## src/rtl/pport_regs.sv

```systemverilog
module pport_regs #(
  parameter int DATA_W      = 8,
  parameter int SYNC_STAGES = 2
) (
  input  logic              clk,
  input  logic              rst_n,
  input  logic [1:0]        bus_addr,
  input  logic              bus_wr,
  input  logic [DATA_W-1:0] bus_wdata,
  input  logic              bus_rd,
  output logic [DATA_W-1:0] bus_rdata,
  output logic              bus_rvalid,
  input  logic              ext_mode,
  input  logic [DATA_W-1:0] pd_in,
  output logic [DATA_W-1:0] pd_out,
  output logic              pd_oe,
  input  logic              busy_in,
  input  logic              ack_n,
  input  logic              paper_out,
  input  logic              online,
  input  logic              fault_n,
  output logic              strobe_n,
  output logic              autofd_n,
  output logic              init_n,
  output logic              selin_n,
  output logic              irq
);
  localparam logic [1:0] A_DATA = 2'd0;
  localparam logic [1:0] A_STAT = 2'd1;
  localparam logic [1:0] A_CTRL = 2'd2;
  localparam int CTL_W = 6;
  localparam int B_STB = 0, B_AFD = 1, B_INI = 2, B_SEL = 3, B_IEN = 4, B_DIR = 5;

  logic [DATA_W-1:0]    data_q;
  logic [CTL_W-1:0]     ctl_q;
  logic [SYNC_STAGES:0] ack_sync;
  logic [DATA_W-1:0]    rd_mux;
  logic [DATA_W-1:0]    stat_byte;
  logic                 ack_rise;

  always_ff @(posedge clk) begin
    if (!rst_n) begin
      data_q <= '0;
      ctl_q  <= '0;
    end else if (bus_wr) begin
      if (bus_addr == A_DATA) data_q <= bus_wdata;
      if (bus_addr == A_CTRL) ctl_q  <= bus_wdata[CTL_W-1:0];
    end
  end

  assign stat_byte = DATA_W'({~busy_in, ack_n, paper_out, online, fault_n, 3'b000});

  always_comb begin
    case (bus_addr)
      A_DATA:  rd_mux = pd_in;
      A_STAT:  rd_mux = stat_byte;
      A_CTRL:  rd_mux = DATA_W'(ctl_q);
      default: rd_mux = '0;
    endcase
  end

  always_ff @(posedge clk) begin
    if (!rst_n) begin
      bus_rdata  <= '0;
      bus_rvalid <= 1'b0;
    end else begin
      bus_rvalid <= bus_rd;
      if (bus_rd) bus_rdata <= rd_mux;
    end
  end

  always_ff @(posedge clk) begin
    if (!rst_n) begin
      ack_sync <= '1;
      irq      <= 1'b0;
    end else begin
      ack_sync <= {ack_sync[SYNC_STAGES-1:0], ack_n};
      irq      <= ctl_q[B_IEN] & ack_rise;
    end
  end

  assign ack_rise = ack_sync[SYNC_STAGES-1] & ~ack_sync[SYNC_STAGES];

  assign pd_out   = data_q;
  assign pd_oe    = ~(ext_mode & ctl_q[B_DIR]);
  assign strobe_n = ~ctl_q[B_STB];
  assign autofd_n = ~ctl_q[B_AFD];
  assign init_n   =  ctl_q[B_INI];
  assign selin_n  = ~ctl_q[B_SEL];
endmodule

```

## config.mk

```make
export PLATFORM = sky130hd
export DESIGN_NAME = pport_regs
export DESIGN_NICKNAME = d
export VERILOG_FILES = /design/src/rtl/pport_regs.sv
export SDC_FILE = /design/constraint.sdc
export NUM_CORES = 1
export LEC_CHECK = 0
export BUFFER_PORTS_ARGS = -buffer_cell sky130_fd_sc_hd__buf_4
export CAP_MARGIN = 20
export CORE_MARGIN = 2
export CORE_UTILIZATION = 40
export DETAILED_ROUTE_END_ITERATION = 7
export GPL_ROUTABILITY_DRIVEN = 0
export HOLD_SLACK_MARGIN = 0.02
export PLACE_DENSITY_LB_ADDON = 0.25
export SYNTH_ARGS = -nofsm -noshare
export SYNTH_HDL_FRONTEND = slang
export SYNTH_SLANG_ARGS = --single-unit
export TNS_END_PERCENT = 100
```

## constraint.sdc

```tcl
create_clock -name clk -period 1.1 [get_ports clk]
set_clock_uncertainty 0.15 [all_clocks]
set_input_delay 0.055 -clock clk [delete_from_list [all_inputs] [get_ports clk]]
set_output_delay 0.055 -clock clk [all_outputs]
set_load 0.01 [all_outputs]
```

Yosys cells after proc, flatten, opt, wreduce, memory -nomap -nowiden
Cells that the tools add are included. W data, S select, Z words.

Equality and inequality tests: 2. Mux-type cells: 1. Bitwise gates (word level): 9. Reduce and logical (&&, ||, !) cells: 3.

Operator list (number): $pmux W8 S3 (1); $not A1 Y1 (6); $reduce_and A2 Y1 (2); $and A1 B1 Y1 (3); $eq A2 B1 Y1 const B (1); $eq A2 B2 Y1 const B (1); $logic_not A2 Y1 (1).

Bits in registers: 27. Output and inout bits: 23.

Longest topological paths before layout
Word-level depth: 3. Gate-level depth with buffers: 5. Depth with buffers taken out: 3.

Worst setup path after synthesis
Ideal clock, no wire load.

Kind: input -> register. Start: input port bus_addr[1]. End: register data_q[0] (netlist: pd_out[0]). Setup time: 0.116 ns. Arrival time: 0.736 ns. Required time: 0.834 ns. Slack: 0.098 ns. Stages: 5. Buffers on the path: 2. Path through: buf_6 > nor3b_4 > buf_6 > mux2i_1 > nor2b_1.

Cells in the longest elaborated chain, start to end: 2.

RTL lines: start: declaration (line 7) `input logic [1:0] bus_addr,`; $logic_not A2 Y1 (line 46) `if (bus_addr == A_DATA) data_q <= bus_wdata;`; $reduce_and A2 Y1 (no line); end signal: assignment (line 46); end: declaration (line 34) `logic [DATA_W-1:0] data_q;`.

Every way passes these cells. A chain may end at the register's enable or synchronous reset.

Worst setup path after layout
Start: register ctl_q[5]. End: output port pd_oe.

Cells in the longest elaborated chain, start to end: 2.

RTL lines: start: declaration (line 35) `logic [CTL_W-1:0] ctl_q;`; start signal: assignment (line 47) `if (bus_addr == A_CTRL) ctl_q <= bus_wdata[CTL_W-1:0];`; $and A1 B1 Y1 (line 85) `assign pd_oe = ~(ext_mode & ctl_q[B_DIR]);`; $not A1 Y1 (line 85); end: declaration (line 16) `output logic pd_oe,`.

Every way passes these cells.

==> results by group <==
Synth
  • Yosys top cell by area: dfxtp_1
  • Seq cells post-synth: 27
  • Synth Area in Adders: 0
  • Synth Cell Area: 0.00112 mm^2
  • Syn_nets: 134
  • Ys flop type: dfxtp_1
  • Synth Instances: 106
  • Largest family of logic cells by synthesized area: simple AND/OR/NAND/NOR gates
  • Synth top cells by count: dfxtp_1 (27), mux2i_1 (22), nor2b_1 (15), nand2_1 (9), o21ai_0 (8)
  • Post-synth EDFFs: 0
  • Asr flop ratio synth: 0
  • XOR/XNOR share of the synthesized area: 0
  • Yosys cell types: 16
  • Syn. warnings: 0
  • Post-synthesis mux area share: 0.197
  • Simple-Gate Fraction of Synth Area: 0.216
  • Compound-gate portion of the synthesized area: 0.0526
  • Most frequent cell after synthesis: dfxtp_1
  • Syn_area_per_cell: 10.5 um^2
  • Sequential element share of the synthesized area: 0.484
  • Synth top area share: 0.484
  • Area contributors post-synth: dfxtp_1 (48%), mux2i_1 (20%), nor2b_1 (8.4%), o21ai_0 (3.6%), nand2_1 (3.0%)

GRT
  • Total Routing Usage GR: 0.165
  • Number of antenna violations at the first check in global routing: 0
  • Largest net degree at the start of global routing: 21
  • First-pass GRT wire length: 4100 um
  • GRT overflow: 0
  • Vias in the first global route: 937

Die
  • I/O pin count: 51
  • Die Ht: 56.9 um
  • Rows: 19
  • Core area: 0.00271 mm^2
  • Initial Utilization: 0.412
  • Die area: 0.00323 mm^2
  • Die width: 56.9 um

Drt
  • Vias/cell: 4.53
  • Metal3 WL: 145 um
  • # DRC: 0
  • WL/cell: 12.9 um
  • DR vias: 970
  • DR WL met2: 1400 um
  • DRT iter0 DRCs: 21
  • Metal-1 WL: 1190 um
  • First-pass DRT Iterations: 4
  • Max Used Layer: met4
  • Post-Route WL: 2750 um
  • Antenna Nets Post-Route: 0

Timing
  • RSZ-0062 raised after global routing: true
  • Slew @ Worst Pin: 217 ps
  • Count of final hold-check violations: 0
  • Final TNS setup: 0 ps
  • Pins over their slew limit: 0
  • Final setup violation count: 0
  • Final Cycle Share: 0.980
  • Slew HR: 0.854
  • Hold WS: 6.11 ps
  • Tmin final: 1080 ps
  • Maximum clock rate: 927 MHz

Critical path
  • Worst Path Max Fanout: 3
  • Worst Path Required: 890 ps
  • Cell chain of the critical path: nand2_2 > buf_6
  • Kind of critical path: flop to primary output
  • Worst path arrival time: 870 ps
  • R2R setup slack: 100 ps
  • CP max-delay cell: dfxtp_2
  • Critical path capture point type: primary output
  • Critical Path Max Stage Delay: 390 ps
  • Setup crit start kind: flop

Power
  • Cell-internal power: 1.39 mW
  • Combinational power share: 0.199
  • Clock Power Share: 0.235
  • Pleak: 0.837 nW
  • Cell Pwr Density: 1010 mW/mm^2
  • Worst vdd ir: 0.000781 V
  • Switch Pwr: 0.442 mW
  • Flop pwr share: 0.566
  • Net Sw Frac: 0.241

Clocking
  • Maximum clock path buffer count: 2
  • Root buf cell: clkbuf_4
  • Clk Latency, worst-skew pair: 320 ps
  • Sinks on Clock Net: 27
  • H-tree levels: 1
  • Reg clk slew, reported paths: 150 ps
  • CTS tree: done
  • Total CTS buffers: 3

Finish
  • Layout Nets: 212
  • Fillers: 216
  • Non-Filler Instances: 214
  • P&R area growth vs syn: 63.0%
  • # diodes: 0
  • Layout cells sized above 1: 0.393

Flow run
  • Max_cap viols: 0

Placement
  • DPL Wire Length: 1830 um
  • Placed cells: 188
  • IO buf count: 50

Worst hold path
  • Worst hold path class: primary input to flop

Outcome
  • Status: finished, final reports clean
## stage by stage
step,utilization,setup slack (ps),total power [mW],cell area [um^2]
6_report,0.672,21.8,1.83,1820
4_1_cts,0.642,0.493,1.83,1740
3_5_place_dp,0.571,-12.6,1.35,1550
3_3_place_gp,0.571,12.0,1.35,1550
5_1_grt,0.672,-38.2,1.93,1820
2_1_floorplan,-,98.1,1.19,1120
## path summary, 6_finish.rpt
check	cells past startpoint	to	startpoint
max reg2reg	3	bus_rdata[4]$_SDFFE_PN0P_	ctl_q[4]$_SDFFE_PN0P_
min	4	bus_rdata[4]$_SDFFE_PN0P_	pd_in[4]
min reg2reg	1	ack_sync[1]$_SDFF_PN1_	ack_sync[0]$_SDFF_PN1_
max	2	pd_oe	ctl_q[5]$_SDFFE_PN0P_
## cell type report
type | instances | area, um^2 | share of cell area
Multi-Input combinational cell | 70 | 526 | 0.288
Inverter | 4 | 15.0 | 0.00824
Clock buffer | 4 | 26.3 | 0.0144
Timing Repair Buffer | 78 | 669 | 0.367
Sequential cell | 27 | 547 | 0.300
Tap cell | 31 | 38.8 | 0.0213
## kinds of logic (layout without fill, tap and decap cells)
| family | after synthesis | count (layout) |
|---|---|---|
| muxes | 22 | 22 |
| buffers and inverters | 9 | 86 |
| AOI/OAI and AO/OA | 11 | 11 |
| and+or+nand+nor | 37 | 37 |
| DFF | 27 | 27 |
## flip-flops by register name, summed over array words and instances (netlist names)
name,flops
ack_sync,3
bus_rdata,8
bus_rvalid,1
ctl_q,6
irq,1
pd_out,8
## metal layers
| layer | vias up | GRT usage |
|---|---|---|
| met2 | 35 | 0.304 |
| li1 | 504 | - |
| met5 | - | 0 |
| met3 | 2 | 0.0276 |
| met4 | 0 | 0.0664 |
| met1 | 429 | 0.188 |
## power groups by stage
| stage | combinational (mW) | clock [mW] | sequential (mW) |
|---|---|---|---|
| 3_3_place_gp | 0.290 | 0 | 1.06 |
| 6_report | 0.364 | 0.431 | 1.04 |
| 4_1_cts | 0.341 | 0.450 | 1.04 |
| 2_1_floorplan | 0.125 | 0 | 1.07 |
| 3_5_place_dp | 0.294 | 0 | 1.06 |
| 5_1_grt | 0.390 | 0.497 | 1.04 |
## placed cells by master, fill, tap and decap left out, types with 5 or more instances in the layout
cell type / count
dfxtp_2: 5
mux2i_1: 22
buf_4: 51
nand2b_1: 5
dfxtp_1: 22
nand2_1: 8
nor2b_1: 14
buf_6: 5
o21ai_0: 8
dlygate4sd3_1: 21
## critical path: cells and delay by family (launching register included)
kind	cells	cell delay [ps]
flops	1	390
buf+inv	1	110
simple gates	1	60
## timing repair
action	4_1_cts	5_1_grt
hold buffers	16	5
setup buffers	0	1
pin swaps	0	1
setup endpoints to repair	4	9
resized for setup	4	10
endpoints found under the hold margin	26	9
No activity file was read; power rests on OpenSTA's default activity.
